[config.mk]
export PLATFORM = sky130hd
export DESIGN_NAME = addr_seg_decoder
export DESIGN_NICKNAME = d
export VERILOG_FILES = /design/src/rtl/seg_pkg.sv /design/src/rtl/seg_classify.sv /design/src/rtl/seg_sequencer.sv /design/src/rtl/addr_seg_decoder.sv
export SDC_FILE = /design/constraint.sdc
export NUM_CORES = 1
export LEC_CHECK = 0
export ABC_AREA = 1
export ABC_CLOCK_PERIOD_IN_PS = 2700
export BUFFER_PORTS_ARGS = -buffer_cell sky130_fd_sc_hd__buf_2
export CORE_ASPECT_RATIO = 1.75
export CORE_UTILIZATION = 51
export DETAILED_ROUTE_END_ITERATION = 16
export GPL_ROUTABILITY_DRIVEN = 0
export PLACE_DENSITY = 0.85
export SYNTH_ARGS = -nofsm -noshare
export SYNTH_HDL_FRONTEND = slang
export SYNTH_SLANG_ARGS = --single-unit
[constraint.sdc]
create_clock -name clk -period 2.7 [get_ports clk]
set_input_delay 0.54 -clock clk [delete_from_list [all_inputs] [get_ports clk]]
set_output_delay 0.54 -clock clk [all_outputs]
set_load 0.005 [all_outputs]
[src/rtl/seg_pkg.sv]
package seg_pkg;
  localparam int unsigned VA_W   = 32;
  localparam int unsigned CODE_W = 3;
  localparam int unsigned SEL_W  = 3;
  localparam int unsigned OFS_W  = VA_W - SEL_W;

  typedef logic [VA_W-1:0]   va_t;
  typedef logic [CODE_W-1:0] code_t;

  typedef enum logic [2:0] {
    SEG_USER,
    SEG_KDIR_CACHED,
    SEG_KDIR_UNCACHED,
    SEG_SUPMAP,
    SEG_KMAP
  } seg_t;

  localparam code_t RC_OK     = code_t'(0);
  localparam code_t RC_ADE_LD = code_t'(1);
  localparam code_t RC_ADE_ST = code_t'(2);

  function automatic seg_t seg_of(va_t va);
    casez (va[VA_W-1 -: SEL_W])
      3'b0??:  return SEG_USER;
      3'b100:  return SEG_KDIR_CACHED;
      3'b101:  return SEG_KDIR_UNCACHED;
      3'b110:  return SEG_SUPMAP;
      default: return SEG_KMAP;
    endcase
  endfunction

  function automatic va_t window_base(seg_t s);
    case (s)
      SEG_KDIR_CACHED:   return {3'b100, {OFS_W{1'b0}}};
      SEG_KDIR_UNCACHED: return {3'b101, {OFS_W{1'b0}}};
      default:           return '0;
    endcase
  endfunction

  function automatic code_t fault_code(logic is_write);
    return is_write ? RC_ADE_ST : RC_ADE_LD;
  endfunction
endpackage

[src/rtl/seg_classify.sv]
module seg_classify
  import seg_pkg::*;
(
  input  va_t        va,
  input  logic [1:0] priv,
  input  logic       erl,
  output logic       cls_mapped,
  output logic       cls_fault,
  output va_t        cls_paddr,
  output logic       cls_rd,
  output logic       cls_wr
);
  logic is_kern;
  logic is_sup;
  seg_t seg;

  assign is_kern = (priv == 2'b00);
  assign is_sup  = (priv == 2'b01);
  assign seg     = seg_of(va);

  always_comb begin
    cls_mapped = 1'b0;
    cls_fault  = 1'b0;
    cls_paddr  = '0;
    cls_rd     = 1'b0;
    cls_wr     = 1'b0;
    case (seg)
      SEG_USER: begin
        if (erl) begin
          cls_paddr = va;
          cls_rd    = 1'b1;
          cls_wr    = 1'b1;
        end else begin
          cls_mapped = 1'b1;
        end
      end
      SEG_KDIR_CACHED, SEG_KDIR_UNCACHED: begin
        if (is_kern) begin
          cls_paddr = va - window_base(seg);
          cls_rd    = 1'b1;
          cls_wr    = 1'b1;
        end else begin
          cls_fault = 1'b1;
        end
      end
      SEG_SUPMAP: begin
        if (is_kern || is_sup) cls_mapped = 1'b1;
        else                   cls_fault  = 1'b1;
      end
      default: begin
        if (is_kern) cls_mapped = 1'b1;
        else         cls_fault  = 1'b1;
      end
    endcase
  end
endmodule

[src/rtl/seg_sequencer.sv]
module seg_sequencer
  import seg_pkg::*;
(
  input  logic  clk,
  input  logic  rst_n,
  input  logic  req_valid,
  input  va_t   req_vaddr,
  input  logic  req_write,
  input  logic  cls_mapped,
  input  logic  cls_fault,
  input  va_t   cls_paddr,
  input  logic  cls_rd,
  input  logic  cls_wr,
  output logic  req_ready,
  output logic  tlb_req_valid,
  output va_t   tlb_req_vaddr,
  output logic  tlb_req_write,
  input  logic  tlb_rsp_valid,
  input  va_t   tlb_rsp_paddr,
  input  code_t tlb_rsp_code,
  input  logic  tlb_rsp_rd,
  input  logic  tlb_rsp_wr,
  output logic  rsp_valid,
  output va_t   rsp_paddr,
  output code_t rsp_code,
  output logic  rsp_rd,
  output logic  rsp_wr
);
  typedef enum logic {ST_IDLE, ST_WAIT} state_t;
  state_t state_q;

  logic accept_fire;
  logic tlb_done;

  assign req_ready     = (state_q == ST_IDLE);
  assign accept_fire   = req_valid && req_ready;
  assign tlb_done      = (state_q == ST_WAIT) && tlb_rsp_valid;
  assign tlb_req_valid = (state_q == ST_WAIT);

  always_ff @(posedge clk or negedge rst_n) begin
    if (!rst_n) begin
      state_q       <= ST_IDLE;
      tlb_req_vaddr <= '0;
      tlb_req_write <= 1'b0;
      rsp_valid     <= 1'b0;
      rsp_paddr     <= '0;
      rsp_code      <= RC_OK;
      rsp_rd        <= 1'b0;
      rsp_wr        <= 1'b0;
    end else begin
      rsp_valid <= 1'b0;
      if (accept_fire) begin
        if (cls_mapped) begin
          state_q       <= ST_WAIT;
          tlb_req_vaddr <= req_vaddr;
          tlb_req_write <= req_write;
        end else begin
          rsp_valid <= 1'b1;
          rsp_paddr <= cls_paddr;
          rsp_code  <= cls_fault ? fault_code(req_write) : RC_OK;
          rsp_rd    <= cls_rd;
          rsp_wr    <= cls_wr;
        end
      end else if (tlb_done) begin
        state_q   <= ST_IDLE;
        rsp_valid <= 1'b1;
        rsp_paddr <= tlb_rsp_paddr;
        rsp_code  <= tlb_rsp_code;
        rsp_rd    <= tlb_rsp_rd;
        rsp_wr    <= tlb_rsp_wr;
      end
    end
  end

  assert_direct_onecycle_R1: assert property (@(posedge clk) disable iff (!rst_n)
    accept_fire && !cls_mapped |=> rsp_valid);

  assert_mapped_defer_R2: assert property (@(posedge clk) disable iff (!rst_n)
    accept_fire && cls_mapped |=> tlb_req_valid && !rsp_valid);

  assert_fault_code_R10: assert property (@(posedge clk) disable iff (!rst_n)
    accept_fire && cls_fault |=>
      rsp_code == ($past(req_write) ? RC_ADE_ST : RC_ADE_LD) && !rsp_rd && !rsp_wr);

  assert_tlb_hold_R9: assert property (@(posedge clk) disable iff (!rst_n)
    tlb_req_valid && !tlb_rsp_valid |=>
      tlb_req_valid && $stable(tlb_req_vaddr) && $stable(tlb_req_write));

  assert_tlb_pass_R9: assert property (@(posedge clk) disable iff (!rst_n)
    tlb_req_valid && tlb_rsp_valid |=>
      rsp_valid && rsp_paddr == $past(tlb_rsp_paddr) && rsp_code == $past(tlb_rsp_code));

  assert_busy_R11: assert property (@(posedge clk) disable iff (!rst_n)
    tlb_req_valid |-> !req_ready);
endmodule

[src/rtl/addr_seg_decoder.sv]
module addr_seg_decoder
  import seg_pkg::*;
(
  input  logic              clk,
  input  logic              rst_n,
  input  logic              req_valid,
  input  logic [VA_W-1:0]   req_vaddr,
  input  logic              req_write,
  input  logic [1:0]        priv_mode,
  input  logic              err_level,
  output logic              req_ready,
  output logic              rsp_valid,
  output logic [VA_W-1:0]   rsp_paddr,
  output logic [CODE_W-1:0] rsp_code,
  output logic              rsp_rd,
  output logic              rsp_wr,
  output logic              tlb_req_valid,
  output logic [VA_W-1:0]   tlb_req_vaddr,
  output logic              tlb_req_write,
  input  logic              tlb_rsp_valid,
  input  logic [VA_W-1:0]   tlb_rsp_paddr,
  input  logic [CODE_W-1:0] tlb_rsp_code,
  input  logic              tlb_rsp_rd,
  input  logic              tlb_rsp_wr
);
  logic cls_mapped, cls_fault, cls_rd, cls_wr;
  va_t  cls_paddr;

  seg_classify u_cls (
    .va         (req_vaddr),
    .priv       (priv_mode),
    .erl        (err_level),
    .cls_mapped (cls_mapped),
    .cls_fault  (cls_fault),
    .cls_paddr  (cls_paddr),
    .cls_rd     (cls_rd),
    .cls_wr     (cls_wr)
  );

  seg_sequencer u_seq (
    .clk           (clk),
    .rst_n         (rst_n),
    .req_valid     (req_valid),
    .req_vaddr     (req_vaddr),
    .req_write     (req_write),
    .cls_mapped    (cls_mapped),
    .cls_fault     (cls_fault),
    .cls_paddr     (cls_paddr),
    .cls_rd        (cls_rd),
    .cls_wr        (cls_wr),
    .req_ready     (req_ready),
    .tlb_req_valid (tlb_req_valid),
    .tlb_req_vaddr (tlb_req_vaddr),
    .tlb_req_write (tlb_req_write),
    .tlb_rsp_valid (tlb_rsp_valid),
    .tlb_rsp_paddr (tlb_rsp_paddr),
    .tlb_rsp_code  (tlb_rsp_code),
    .tlb_rsp_rd    (tlb_rsp_rd),
    .tlb_rsp_wr    (tlb_rsp_wr),
    .rsp_valid     (rsp_valid),
    .rsp_paddr     (rsp_paddr),
    .rsp_code      (rsp_code),
    .rsp_rd        (rsp_rd),
    .rsp_wr        (rsp_wr)
  );

  logic in_kdir, in_kmap, not_kern;
  assign in_kdir  = (req_vaddr[VA_W-1 -: 2] == 2'b10);
  assign in_kmap  = (req_vaddr[VA_W-1 -: SEL_W] == 3'b111);
  assign not_kern = (priv_mode != 2'b00);

  assert_kdir_priv_R5: assert property (@(posedge clk) disable iff (!rst_n)
    req_valid && req_ready && in_kdir && not_kern |=> rsp_valid && rsp_code != RC_OK);

  assert_kmap_priv_R7: assert property (@(posedge clk) disable iff (!rst_n)
    req_valid && req_ready && in_kmap && not_kern |=> rsp_valid && !tlb_req_valid);
endmodule

==> results.py, run 1 <==
metrics = {
    "status": {
        "status": "finished clean",
    },
    "placement": {
        "io_buffers": 149,
        "hpwl_um": 6780,
        "dp_cells": 663,
        "place_area_um2": 4220,
    },
    "pwr": {
        "p_leak_nw": 2.74,
        "power_density_nw_per_um2": 765,
        "peakVddDrop_mv": 0.585,
    },
    "cells_and_area": {
        "fillers": 567,
        "num_antenna_cells": 0,
        "multi_input_area_um2": 1450,
        "drive_gt1_share_pct": 30.2,
        "final_core_util_pct": 68.6,
        "fin_area_um2": 4520,
        "ff_latch_area_um2": 1800,
        "synthToLayoutAreaGrowth_pct": 29.4,
        "finish.net_count": 671,
        "final_cells": 679,
    },
    "synth": {
        "synth_ff_type": "dfrtp_1",
        "syn_inst": 454,
        "synth_cell_types": 18,
        "ys_seq_area_share_pct": 51.6,
        "yosysTopAreaCell": "dfrtp_1",
        "yosysWarningCount": 0,
        "ys_seq_elements": 72,
        "syn_area_per_cell_um2": 7.69,
        "synth_edf_count": 0,
        "syn_area_um2": 3490,
        "synth_fp_nets": 533,
        "synth.area.top_cells": "dfrtp_1, nand2_1, nand3_1, buf_4, buf_2",
        "synth.most_common_cell": "nand2_1",
        "yosys.area.top_type_share_pct": 51.6,
        "synth_common_cells": "nand2_1, nand3_1, dfrtp_1",
        "async_flop_share_pct": 100,
    },
    "sta": {
        "hold_violations": 0,
        "max_freq_ghz": 0.532,
        "worst_clock_skew_ns": 0.00560,
        "setup_viol": 0,
        "holdWs_ns": 0.323,
        "worstMarginPinSlew_ns": 0.910,
        "final-max-slew-violation-count": 0,
        "fin_crit_ns": 1.88,
        "tns_ns": 0,
        "period_share_pct": 69.6,
        "rsz0062_at_grt": "no",
        "slew_headroom_pct": 39.4,
    },
    "global_routing": {
        "grt_max_degree": 73,
        "first_global_vias": 3571,
        "grt_use_total_pct": 30.2,
        "grt_overflow_total": 0,
        "grt_pass1_wl_um": 16500,
        "grt_antenna_before_repair": 0,
    },
    "clock_network": {
        "cts_buffers": 9,
        "clk_pin_slew_ns": 0.06,
        "clockRootBuffer": "clkbuf_16",
        "insertion_delay_ns": 0.34,
        "htree_levels": 3,
        "cts_tree": "yes",
        "cts_buffer_depth": 2,
        "cts_hold_buf": 0,
        "cts_num_sinks": 72,
        "ctsResizeCount": 0,
        "post_cts_buffers": 0,
    },
    "worst_setup_path": {
        "cp.arrival_ns": 2.15,
        "crit_fanout": 37,
        "worstPathRequired_ns": 2.97,
        "startpoint_type": "flip-flop",
        "crit_type": "flip-flop to flip-flop",
        "reg2reg_depth": 7,
        "worstSetupEndpointType": "flip-flop",
    },
    "floorplanning": {
        "io_pins": 150,
        "die-area_um2": 7200,
        "start_util_pct": 53.0,
        "die_y_um": 111,
        "core.rowCount": 39,
        "core_um2": 6590,
        "die_w_um": 64.6,
    },
    "detailed_routing": {
        "dr.pass1.iters": 5,
        "vias": 3651,
        "vias_per_cell": 5.38,
        "drt_iter0_drc": 459,
        "wl_um": 10300,
        "routedWlPerCell_um": 15.1,
        "drc_errors": 0,
        "antenna_left": 0,
    },
    "hold_path": {
        "hold_path.class": "input port to asynchronous set/reset pin",
    },
    "job": {
        "maxCapViolations": 0,
    },
}
==> final timing paths <==
check	start	endpoint	slack (ns)
max	u_seq.tlb_req_valid	u_seq.rsp_paddr[29]	0.82
min	rst_n	u_seq.rsp_code[2]	0.32
max reg2reg	u_seq.tlb_req_valid	u_seq.rsp_paddr[29]	0.82
min reg2reg	u_seq.tlb_req_vaddr[11]	u_seq.tlb_req_vaddr[11]	0.46
max in group asynchronous	rst_n	u_seq.tlb_req_vaddr[26]	1.77
min in group clk	tlb_rsp_valid	u_seq.tlb_req_valid	0.42
==> per-layer routing <==
| metal | vias to the layer above | global-route usage (%) | share of wire, % |
|---|---|---|---|
| met4 | 0 | 19.7 | 4.6 |
| met3 | 39 | 5.53 | 6.4 |
| li1 | 1731 | - | - |
| met2 | 196 | 50.7 | 52 |
| met5 | - | 0 | 0 |
| met1 | 1685 | 34.4 | 37 |
==> where the power goes <==
group          leakage (nW)  switching, W  internal (W)
logic                  1.67      0.000468      0.000355
registers             0.909      0.000137       0.00132
clock network         0.155      0.000431      0.000744
total                  2.74       0.00104       0.00242
==> state kept, by name, indices dropped and copies added (netlist names) <==
signal / flops
u_seq.rsp_valid: 1
u_seq.rsp_paddr: 32
u_seq.rsp_wr: 1
u_seq.rsp_rd: 1
u_seq.tlb_req_write: 1
u_seq.tlb_req_valid: 1
u_seq.tlb_req_vaddr: 32
u_seq.rsp_code: 3
==> per-stage QoR <==
stage / setup slack [ns] / total power [W]
finish: 0.820 / 0.00346
global route: 0.666 / 0.00363
CTS: 0.838 / 0.00348
detailed placement: 0.728 / 0.00230
global placement: 0.833 / 0.00226
floorplan: 1.12 / 0.00187
==> cells by family (layout without fill, tap and decap cells) <==
| family | count (synthesis) | in the layout | share of synthesized area, % |
|---|---|---|---|
| AND/OR/NAND/NOR | 333 | 333 | 40.0 |
| flip-flops | 72 | 72 | 51.6 |
| buffers and inverters | 41 | 184 | 6.81 |
| AO/OA/AOI/OAI | 6 | 6 | 0.860 |
| adder cells (fa/ha/maj) | 2 | 2 | 0.716 |
==> worst max-delay path, cell delays in order, from the launching register on <==
cell and delay (ns):
dfrtp_1 0.40, inv_1 0.09, nand2_1 0.08, inv_2 0.23
nand4_1 0.19, nand2_2 0.57, nand2_1 0.13, nand2_1 0.10
==> cell type report <==
| type | count | area share (%) |
|---|---|---|
| sequential | 72 | 39.9 |
| clock inverter | 2 | 0.221 |
| timing repair buffer | 159 | 18.2 |
| tap | 82 | 2.27 |
| clock buffer | 14 | 6.51 |
| inverter | 9 | 0.748 |
| multi-input combinational | 341 | 32.2 |
==> cells in the final DEF, fill, tap and decap left out <==
cell type,Yosys,routed
nand2_1,220,220
buf_2,12,148
nand3_1,101,101
dfrtp_1,72,72
buf_4,11,11
clkbuf_16,0,9
inv_1,9,8
o21ai_0,6,6
clkbuf_8,2,5
nor2_1,4,4
nand4_1,3,3
ha_1,2,2
clkinv_2,0,2
nor3_1,1,1
nor2_2,1,1
inv_2,0,1
or2_2,1,1
nand2_2,1,1
nand3_2,1,1
No activity file was read; power rests on OpenSTA's default activity.
==> inputs of run 2 (changes only) <==
Settings changed: ABC_CLOCK_PERIOD_IN_PS 2700 to 1600, CORE_UTILIZATION 51 to 43, PLACE_DENSITY 0.85 to 0.76.
Clock period 2.7 ns to 1.6 ns, I/O delays scaled along.
==> results.py, run 2 (synthesized netlist as in run 1, its figures left out) <==
metrics = {
    "status": {
        "status": "finished, violations left",
        "violations": "negative hold slack",
    },
    "detailed_routing": {
        "antenna_left": 0,
        "dr.pass1.iters": 4,
        "vias_per_cell": 5.25,
        "drt_iter0_drc": 201,
        "wl_um": 10200,
        "vias": 3662,
        "drc_errors": 0,
        "routedWlPerCell_um": 14.7,
    },
    "worst_setup_path": {
        "crit_fanout": 11,
        "crit_family": "buffers and inverters",
        "worstSetupEndpointType": "flip-flop",
        "slowest_delay_ns": 0.40,
        "cp.arrival_ns": 1.68,
        "worstPathRequired_ns": 1.82,
        "startpoint_type": "flip-flop",
        "cp_slowest_cell": "dfrtp_1",
        "crit_chain": "inv_1, nand2_1, inv_2, nand4_1, buf_4, buf_4, nand3_1, nand2_1",
        "crit_type": "flip-flop to flip-flop",
        "crit_buf_inv": 4,
    },
    "pwr": {
        "finalPower_w": 0.00620,
        "power_density_nw_per_um2": 1320,
        "p_leak_nw": 2.82,
        "clkPwrFrac_pct": 36.7,
        "switching_share_pct": 28.9,
        "p_int_w": 0.00441,
        "seqPwrFrac_pct": 39.6,
        "peakVddDrop_mv": 0.862,
        "combPwrFrac_pct": 23.7,
        "switchingPower_w": 0.00179,
    },
    "cells_and_area": {
        "finish.net_count": 681,
        "top_regs": "u_seq.rsp_paddr (32), u_seq.tlb_req_vaddr (32), u_seq.rsp_code (3)",
        "synthToLayoutAreaGrowth_pct": 34.7,
        "num_antenna_cells": 0,
        "final_cell_mix": "nand2_1, buf_2, nand3_1",
        "fin_area_um2": 4700,
        "final_common_cell": "nand2_1",
        "drive_gt1_share_pct": 31.1,
    },
    "global_routing": {
        "grt_max_degree": 73,
        "first_global_vias": 3332,
        "grt_pass1_wl_um": 16100,
        "grt_use_total_pct": 24.4,
        "grt_antenna_before_repair": 0,
        "grt_overflow_total": 0,
    },
    "sta": {
        "rsz0062_at_grt": "no",
        "final-max-slew-violation-count": 0,
        "holdWs_ns": -0.0148,
        "tns_ns": 0,
        "max_freq_ghz": 0.683,
        "worst_clock_skew_ns": 0.00551,
        "fin_crit_ns": 1.46,
        "setup_viol": 0,
        "period_share_pct": 91.4,
        "hold_violations": 11,
        "slew_headroom_pct": 73.0,
        "worstMarginPinSlew_ns": 0.405,
    },
    "clock_network": {
        "cts_buffer_depth": 2,
        "cts_buffers": 9,
        "htree_levels": 3,
        "ctsResizeCount": 0,
        "cts_num_sinks": 72,
        "clockRootBuffer": "clkbuf_16",
        "cts_tree": "yes",
        "clk_pin_slew_ns": 0.05,
        "insertion_delay_ns": 0.33,
    },
    "hold_path": {
        "hold_path.class": "input port to asynchronous set/reset pin",
    },
    "job": {
        "maxCapViolations": 0,
    },
    "placement": {
        "place_area_um2": 4340,
        "io_buffers": 149,
        "hpwl_um": 7090,
    },
    "floorplanning": {
        "die_y_um": 121,
        "core.rowCount": 43,
        "die-area_um2": 8500,
        "io_pins": 150,
        "core_um2": 7910,
        "start_util_pct": 44.2,
        "die_w_um": 70.1,
    },
}
==> run 2: cell count changes in the layout (fill, tap and decap cells not counted) <==
cell / previous run / this run
bufinv_16: 0 / 3
clkinvlp_4: 0 / 1
clkbuf_16: 9 / 10
clkbuf_1: 0 / 1
buf_4: 11 / 16
clkbuf_8: 5 / 0
buf_12: 0 / 4
==> run 2: path summary, 6_finish.rpt <==
kind                                    startpoint                       to  slack [ns]  cells past startpoint
max reg2reg                    u_seq.tlb_req_valid      u_seq.rsp_paddr[31]        0.14                      8
max                            u_seq.tlb_req_valid      u_seq.rsp_paddr[31]        0.14                      8
min in group clk                     tlb_rsp_valid      u_seq.tlb_req_valid        0.21                      2
max in group asynchronous                    rst_n  u_seq.tlb_req_vaddr[30]        1.28                      2
min reg2reg                u_seq.tlb_req_vaddr[28]  u_seq.tlb_req_vaddr[28]        0.47                      2
min                                          rst_n      u_seq.tlb_req_write       -0.01                      2
==> run 2: metal layers <==
layer / wire, µm / GRT usage, % / up-vias
li1: - / - / 1757
met5: 0 / 0 / -
met4: 368 / 12.9 / 0
met1: 3960 / 28.4 / 1755
met3: 421 / 4.49 / 20
met2: 5470 / 42.2 / 130
==> run 2: final cells by class <==
cell class                 instances  area (µm²)
timing repair buffer             169         966
tap                               90         113
inverter                           9        33.8
multi-input combinational        341        1450
clock inverter                     6         108
clock buffer                      10         229
fill                             701        3200
sequential                        72        1800
==> run 2: power groups by stage <==
stage | combinational (W) | sequential [W] | clock, W
finish | 0.00147 | 0.00246 | 0.00228
floorplan | 0.000650 | 0.00251 | 0
global placement | 0.00142 | 0.00248 | 0
global route | 0.00165 | 0.00250 | 0.00239
CTS | 0.00146 | 0.00246 | 0.00231
detailed placement | 0.00145 | 0.00249 | 0
==> run 2: timing repair <==
action                     CTS  global route
setup endpoints to repair    0            17
setup buffers                0             1
hold buffers                 0             0
==> run 2: worst reg2reg max path, stage by stage, from the launching register on <==
cell     delay (ns)
dfrtp_1        0.40
inv_1          0.12
nand2_1        0.09
inv_2          0.12
nand4_1        0.13
buf_4          0.18
buf_4          0.17
nand3_1        0.08
nand2_1        0.06
==> run 2: metrics by stage <==
step	util (%)	setup slack [ns]	instances	hold WS, ns
3_3_place_gp	54.8	0.117	679	0.360
3_5_place_dp	54.8	0.0545	679	0.368
6_report	59.5	0.137	697	-0.0148
5_1_grt	59.5	0.000339	697	0.0268
4_1_cts	59.1	0.103	695	0.0131
2_1_floorplan	-	0.242	454	0.0244
==> inputs of run 3 (changes only) <==
Settings changed: CORE_UTILIZATION 43 to 40, PLACE_DENSITY 0.76 to 0.72.
==> results.py, run 3 (synthesized netlist as in run 1, its figures left out) <==
metrics = {
    "cells_and_area": {
        "finish.net_count": 680,
        "final_cell_mix": "nand2_1, buf_2, nand3_1",
        "synthToLayoutAreaGrowth_pct": 33.5,
        "drive_gt1_share_pct": 30.9,
        "fin_area_um2": 4660,
        "top_regs": "u_seq.rsp_paddr (32), u_seq.tlb_req_vaddr (32), u_seq.rsp_code (3)",
        "final_core_util_pct": 55.7,
        "final_common_cell": "nand2_1",
        "num_antenna_cells": 0,
    },
    "clock_network": {
        "clk_pin_slew_ns": 0.05,
        "htree_levels": 3,
        "clockRootBuffer": "clkbuf_16",
        "cts_buffers": 9,
        "cts_hold_buf": 0,
        "insertion_delay_ns": 0.33,
        "post_cts_buffers": 0,
        "cts_num_sinks": 72,
        "ctsResizeCount": 0,
        "cts_tree": "yes",
        "cts_buffer_depth": 2,
    },
    "hold_path": {
        "hold_path.class": "input port to asynchronous set/reset pin",
    },
    "global_routing": {
        "grt_overflow_total": 0,
        "grt_use_total_pct": 24.4,
        "first_global_vias": 3523,
        "grt_antenna_before_repair": 0,
        "grt_pass1_wl_um": 16800,
        "grt_max_degree": 73,
    },
    "sta": {
        "tns_ns": 0,
        "period_share_pct": 90.1,
        "rsz0062_at_grt": "no",
        "max_freq_ghz": 0.694,
        "final-max-slew-violation-count": 0,
        "fin_crit_ns": 1.44,
        "worstMarginPinSlew_ns": 0.410,
        "holdWs_ns": -0.0232,
        "worst_clock_skew_ns": 0.00540,
        "setup_viol": 0,
        "hold_violations": 12,
        "slew_headroom_pct": 72.7,
    },
    "detailed_routing": {
        "antenna_left": 0,
        "vias": 3560,
        "vias_per_cell": 4.94,
        "dr.pass1.iters": 4,
        "drc_errors": 0,
        "routedWlPerCell_um": 14.1,
        "wl_um": 10100,
        "drt_iter0_drc": 210,
    },
    "placement": {
        "io_buffers": 149,
        "place_area_um2": 4360,
        "hpwl_um": 7300,
    },
    "status": {
        "status": "finished, violations left",
        "violations": "negative hold slack",
    },
    "worst_setup_path": {
        "worstPathRequired_ns": 1.86,
        "cp.arrival_ns": 1.70,
        "reg2reg_slack_ns": 0.16,
        "r2r_start": "u_seq.tlb_req_valid",
        "r2r_end": "u_seq.rsp_code[1]",
        "startpoint_type": "flip-flop",
        "reg2reg_depth": 8,
        "worstSetupEndpointType": "flip-flop",
        "crit_fanout": 32,
        "crit_type": "flip-flop to flip-flop",
    },
    "pwr": {
        "power_density_nw_per_um2": 1260,
        "finalPower_w": 0.00589,
        "peakVddDrop_mv": 0.558,
        "p_leak_nw": 2.79,
    },
    "floorplanning": {
        "io_pins": 150,
        "start_util_pct": 41.7,
        "core_um2": 8370,
        "die_w_um": 72.6,
        "die-area_um2": 9130,
        "die_y_um": 126,
        "core.rowCount": 44,
    },
    "job": {
        "maxCapViolations": 0,
    },
}
## run 3: worst max path at each step
stage                   startpoint                   to  slack [ns]  cells after the start
5_1_grt        u_seq.tlb_req_valid  u_seq.rsp_paddr[18]        0.04                      8
3_5_place_dp         req_vaddr[31]  u_seq.rsp_paddr[30]        0.06                     12
3_3_place_gp         req_vaddr[29]  u_seq.rsp_paddr[30]        0.12                     12
2_1_floorplan        req_vaddr[31]  u_seq.rsp_paddr[30]        0.24                     11
6_report       u_seq.tlb_req_valid    u_seq.rsp_code[1]        0.16                      8
4_1_cts        u_seq.tlb_req_valid    u_seq.rsp_code[1]        0.17                      8
## run 3: layout make-up
type / instances / area (µm²)
Sequential cell: 72 / 1800
Inverter: 9 / 33.8
Clock inverter: 3 / 40.0
Clock buffer: 13 / 260
Timing Repair Buffer: 168 / 928
Tap cell: 115 / 144
Fill cell: 822 / 3710
Multi-Input combinational cell: 341 / 1450
## run 3: critical path: stages, from the launching register on
cell	delay, ns
dfrtp_1	0.40
inv_1	0.09
nand2_1	0.12
inv_2	0.11
buf_4	0.32
nand4_1	0.13
nand2_1	0.08
nand2_1	0.05
nand2_1	0.07
## run 3: stage by stage
stage	worst slack, ns	std cells
after floorplan	0.242	454
after global placement	0.116	705
after detailed placement	0.0615	705
after CTS	0.174	721
after global routing	0.0376	721
final	0.159	721
## run 3: report_power, final
part / switching (W) / internal (W)
Sequential: 0.000227 / 0.00223
Clock: 0.000717 / 0.00129
Combinational: 0.000791 / 0.000640
## run 3: routing by layer
| metal | global-route usage (%) | vias up | routed length, µm |
|---|---|---|---|
| li1 | - | 1749 | - |
| met1 | 27.7 | 1671 | 4050 |
| met2 | 42.8 | 122 | 5400 |
| met3 | 5.36 | 18 | 420 |
| met4 | 10.6 | 0 | 267 |
| met5 | 0 | - | 0 |
